`config.mk`:
```
export PLATFORM = sky130hd
export DESIGN_NAME = exec_stage
export DESIGN_NICKNAME = d
export VERILOG_FILES = /design/src/rtl/exec_stage.sv
export SDC_FILE = /design/constraint.sdc
export NUM_CORES = 1
export LEC_CHECK = 0
export BUFFER_PORTS_ARGS = -buffer_cell sky130_fd_sc_hd__buf_2
export CORE_ASPECT_RATIO = 1.1
export CORE_UTILIZATION = 51
export CTS_BUF_LIST = sky130_fd_sc_hd__clkbuf_4 sky130_fd_sc_hd__clkbuf_8 sky130_fd_sc_hd__clkbuf_16
export DETAILED_ROUTE_END_ITERATION = 10
export GPL_TIMING_DRIVEN = 0
export PLACE_DENSITY_LB_ADDON = 0.3
export SYNTH_ARGS = -nofsm -noshare
export SYNTH_HDL_FRONTEND = slang
export SYNTH_SLANG_ARGS = --single-unit
```
`constraint.sdc`:
```
create_clock -name clk -period 3.8 [get_ports clk]
set_input_delay 0.38 -clock clk [delete_from_list [all_inputs] [get_ports clk]]
set_output_delay 0.38 -clock clk [all_outputs]
set_load 0.005 [all_outputs]
```
`src/rtl/exec_stage.sv`:
```
module exec_stage #(
  parameter int AW      = 16,
  parameter int DW      = 8,
  parameter int BR_W    = 7,
  parameter int JMP_W   = 12,
  parameter int PORT_W  = 6,
  parameter int SP_STEP = 2
) (
  input  logic              clk,
  input  logic              rst_n,
  input  logic              in_valid,
  input  logic [3:0]        in_op,
  input  logic [DW-1:0]     in_rd,
  input  logic [DW-1:0]     in_rs,
  input  logic [AW-1:0]     in_k,
  input  logic [AW-1:0]     in_pc,
  input  logic [AW-1:0]     in_sp,
  input  logic [AW-1:0]     in_pop,
  input  logic [DW-1:0]     in_port,
  output logic              out_valid,
  output logic              rf_we,
  output logic [DW-1:0]     rf_wdata,
  output logic              mem_we,
  output logic [AW-1:0]     mem_addr,
  output logic [AW-1:0]     mem_wdata,
  output logic              port_we,
  output logic [PORT_W-1:0] port_addr,
  output logic [DW-1:0]     port_wdata,
  output logic [AW-1:0]     next_pc,
  output logic [AW-1:0]     next_sp,
  output logic              z_flag
);

  localparam logic [3:0] OP_BNE  = 4'd1;
  localparam logic [3:0] OP_DEC  = 4'd2;
  localparam logic [3:0] OP_XOR  = 4'd3;
  localparam logic [3:0] OP_PIN  = 4'd4;
  localparam logic [3:0] OP_POUT = 4'd5;
  localparam logic [3:0] OP_LDK  = 4'd6;
  localparam logic [3:0] OP_CALL = 4'd7;
  localparam logic [3:0] OP_RETN = 4'd8;
  localparam logic [3:0] OP_JMP  = 4'd9;
  localparam logic [3:0] OP_STD  = 4'd10;
  localparam logic [AW-1:0] STEP = AW'(SP_STEP);

  logic is_bne, is_dec, is_xor, is_pin, is_pout, is_ldk;
  logic is_call, is_retn, is_jmp, is_std;

  assign is_bne  = in_op == OP_BNE;
  assign is_dec  = in_op == OP_DEC;
  assign is_xor  = in_op == OP_XOR;
  assign is_pin  = in_op == OP_PIN;
  assign is_pout = in_op == OP_POUT;
  assign is_ldk  = in_op == OP_LDK;
  assign is_call = in_op == OP_CALL;
  assign is_retn = in_op == OP_RETN;
  assign is_jmp  = in_op == OP_JMP;
  assign is_std  = in_op == OP_STD;

  // 16-bit address path: one adder, offset chosen per opcode
  logic [AW-1:0] br_off, jmp_off, pc_off, pc_sum, pc_nx, sp_nx;
  logic          take;

  assign br_off  = {{(AW-BR_W){in_k[BR_W-1]}}, in_k[BR_W-1:0]};
  assign jmp_off = {{(AW-JMP_W){in_k[JMP_W-1]}}, in_k[JMP_W-1:0]};
  assign pc_off  = is_bne ? br_off : jmp_off;
  assign pc_sum  = in_pc + pc_off;
  assign take    = (is_bne && !z_flag) || is_jmp || is_call;
  assign pc_nx   = is_retn ? in_pop : (take ? pc_sum : in_pc);
  assign sp_nx   = is_call ? in_sp - STEP :
                   is_retn ? in_sp + STEP : in_sp;

  // 8-bit register path
  logic [DW-1:0] alu_res, wb_val;
  logic          alu_use, wb_en;

  assign alu_res = is_dec ? in_rd - DW'(1) : in_rd ^ in_rs;
  assign alu_use = is_dec || is_xor;
  assign wb_en   = alu_use || is_pin || is_ldk;

  always_comb begin
    wb_val = alu_res;
    if (is_ldk)      wb_val = in_k[DW-1:0];
    else if (is_pin) wb_val = in_port;
  end

  // memory path: push of return address or direct store
  logic          mem_en;
  logic [AW-1:0] mem_a, mem_d;

  assign mem_en = is_call || is_std;
  assign mem_a  = is_call ? in_sp : in_k;
  assign mem_d  = is_call ? in_pc : {{(AW-DW){1'b0}}, in_rs};

  always_ff @(posedge clk) begin
    if (!rst_n) begin
      out_valid  <= 1'b0;
      rf_we      <= 1'b0;
      rf_wdata   <= '0;
      mem_we     <= 1'b0;
      mem_addr   <= '0;
      mem_wdata  <= '0;
      port_we    <= 1'b0;
      port_addr  <= '0;
      port_wdata <= '0;
      next_pc    <= '0;
      next_sp    <= '0;
      z_flag     <= 1'b0;
    end else begin
      out_valid <= in_valid;
      rf_we     <= in_valid && wb_en;
      mem_we    <= in_valid && mem_en;
      port_we   <= in_valid && is_pout;
      if (in_valid) begin
        next_pc <= pc_nx;
        next_sp <= sp_nx;
        if (wb_en) rf_wdata <= wb_val;
        if (mem_en) begin
          mem_addr  <= mem_a;
          mem_wdata <= mem_d;
        end
        if (is_pout || is_pin) port_addr <= in_k[PORT_W-1:0];
        if (is_pout) port_wdata <= in_rs;
        if (alu_use) z_flag <= (alu_res == '0);
      end
    end
  end

endmodule

```
==> results.txt <==
outcome -> finished, final reports clean
post-CTS setup buffers -> 0
fmax -> 327.2 MHz
largest net degree at the start of global routing -> 16
Slew HR -> 0.3921
critical path required time -> 4.07 ns
Nets -> 973
Area after DPL -> 6349 um2
worst reg2reg path depth -> 8
worst r2r src -> z_flag
biggest area consumer among synthesized cells -> dfxtp_1
clock slew at reported path FFs -> 0.10 ns
CTS tree -> yes
VDD IR-drop max -> 0.1839 mV
crit path from -> in_op[1]
RSZ-0062 raised after global routing -> no
count leader, synth -> nand2_1
CP endpoint kind -> flop
first-pass GRT wire length -> 27.87 mm
GRT Total Usage -> 0.3356
die footprint -> 10840 um2
initial antenna violation count -> 0
wire length per cell -> 18.48 um
n_diodes -> 0
Max Cap Viol -> 0
Ys Warns -> 0
hold path start -> in_pc[10]
hpwl dp -> 14.17 mm
synthesized netlist cell count -> 671
final design utilization -> 0.6560
Longest Clk Path Bufs -> 2
via count -> 5911
clock skew -> 0.005086 ns
routability cong. -> 0.9131
kind of start point of the critical path -> primary input
area share of the largest cell type after synthesis -> 0.3426
vias in the first global route -> 5475
worst hold path type -> primary input to flop
Die Y -> 109.1 um
Layout Cells excl Fill -> 983
Synth Register Bits -> 91
Placed Cells -> 967
register area share after synthesis -> 0.3426
unique cell type count in the Yosys netlist -> 61
# IOs -> 186
post-synthesis cell area -> 5318 um2
setup_tns -> 0 ns
WHS -> 0.2572 ns
grt peak-use layer -> met2
Final ANT Viol Nets -> 0
Min-Delay Path Depth -> 2
fraction of layout cells with a size suffix above 1 -> 0.2410
CTS Sinks -> 91
Post-synth EDFFs -> 0
IO buf count -> 176
clk root buf -> clkbuf_8
Worst Max-Slew Pin Slew -> 0.9094 ns
Final setup viols -> 0
cell types occupying the most area after synthesis -> dfxtp_1 34%, nand2_1 7.3%, nor2_1 4.9%
predominant post-synthesis flop cell -> dfxtp_1
Mapped Nets -> 786
grt ovf -> 0
Worst-Skew Late Latency -> 0.37 ns
met2 GRT Util -> 0.5650
initial core utilization -> 0.5326
Hold Fails Final Rpt -> 0
hold_buf cts -> 0
number of fill cells -> 900
M3 GR Usage -> 0.05385
1st-iter DRT viols -> 371
area grow syn2layout -> 23.18%
H-tree depth -> 3
Final min period -> 3.056 ns
crit-path max FO -> 9
top cells by count, synth -> 104 x nand2_1, 91 x dfxtp_1, 70 x nor2_1
Tcrit/Tclk final -> 0.8042
Leakage -> 2.977 nW
DIE WIDTH -> 99.36 um
design area -> 6550 um2
ys async rst share -> 0
WP data arrival -> 3.33 ns
post_cts resized -> 0
TritonCTS buffer count -> 9
DRC Markers -> 0
max-slew violation count -> 0
Routed WL -> 18.16 mm
Vias per Instance -> 6.013
Core Box Area -> 9985 um2
met1 global-route usage -> 0.4112
cell area power density -> 339.0 nW/um2
syn_area_per_cell -> 7.925 um2
row cnt -> 38
Pre-antenna DRT Iters -> 5
Setup CP Type -> primary input to flop
## layout by cell type, fill, tap and decap left out, types with 4 or more instances in the layout
cell,Yosys,routed
a22o_1,13,13
a211oi_1,6,6
ha_1,19,19
and3_1,7,7
nand2_1,104,104
nand2b_1,10,10
nor3_1,12,12
a22oi_1,4,4
a31oi_1,8,8
clkbuf_8,0,9
buf_1,7,7
inv_1,11,11
o22ai_1,4,4
o21ai_0,35,35
a21oi_1,40,40
nor4_1,4,4
mux2i_1,26,26
buf_2,3,179
nor2_1,70,70
nand3b_1,4,4
xnor2_1,21,21
dfxtp_1,91,91
clkbuf_1,34,34
nand3_1,25,25
xor2_1,14,14
nor2b_1,5,5
a311oi_1,24,24
o211ai_1,13,13
nand4_1,7,7
## per-layer routing
metal | vias up | share of wire
met5 | - | 0
met4 | 0 | 0.041
met3 | 49 | 0.084
met2 | 300 | 0.47
met1 | 2775 | 0.40
li1 | 2787 | -
## cell type report
type | count | area, um2 | share of cell area
Clock buffer | 11 | 138.9 | 0.02120
Inverter | 13 | 48.80 | 0.007450
Timing Repair Buffer | 176 | 880.8 | 0.1345
Tap cell | 120 | 150.1 | 0.02292
Sequential cell | 91 | 1822 | 0.2781
Multi-Input combinational cell | 519 | 3243 | 0.4951
Clock inverter | 5 | 62.56 | 0.009551
Buffer | 48 | 203.9 | 0.03114
## path summary, 6_finish.rpt
path                   end  slack [ns]
max            next_pc[15]        0.74
min          mem_wdata[10]        0.26
max reg2reg    next_pc[13]        1.48
min reg2reg    next_pc[13]        0.46
## flip-flops by register name, summed over array words and instances, names as in the netlist
| name | flops |
|---|---|
| mem_wdata | 16 |
| z_flag | 1 |
| mem_we | 1 |
| port_wdata | 8 |
| port_we | 1 |
| next_pc | 16 |
| rf_we | 1 |
| rf_wdata | 8 |
| next_sp | 16 |
| out_valid | 1 |
| mem_addr | 16 |
| port_addr | 6 |
## per-stage QoR
step,power (mW),setup slack [ns]
after global placement,1.520,0.4918
final,2.220,0.7440
after CTS,2.220,0.8048
after global routing,2.316,0.4991
after detailed placement,1.532,0.4003
after floorplan,1.332,0.8970
## cells by family after synthesis
logic type | count (synthesis) | share of synthesized area
muxes | 28 | 0.05318
and+or+nand+nor | 267 | 0.2372
buffers and inverters | 61 | 0.04753
AOI/OAI and AO/OA | 169 | 0.2134
DFF | 91 | 0.3426
adders and majority gates | 20 | 0.04847
xor gates and xnor gates | 35 | 0.05765
## critical path, stage by stage
cell and delay, ns:
buf_4 0.16, nor2_1 0.28, nand3b_1 0.23, a21boi_0 0.38, inv_1 0.17, ha_1 0.30
clkbuf_1 0.20, a21oi_1 0.31, o21ai_0 0.20, or4b_1 0.52, mux2i_1 0.14, nor3_1 0.07
## where the power goes
group | total (mW) | switching (mW) | internal [mW]
combinational | 0.501 | 0.297 | 0.205
clock | 0.701 | 0.378 | 0.323
sequential | 1.02 | 0.0222 | 0.996
total | 2.22 | 0.696 | 1.52
Power figures use the tool's default switching activity.
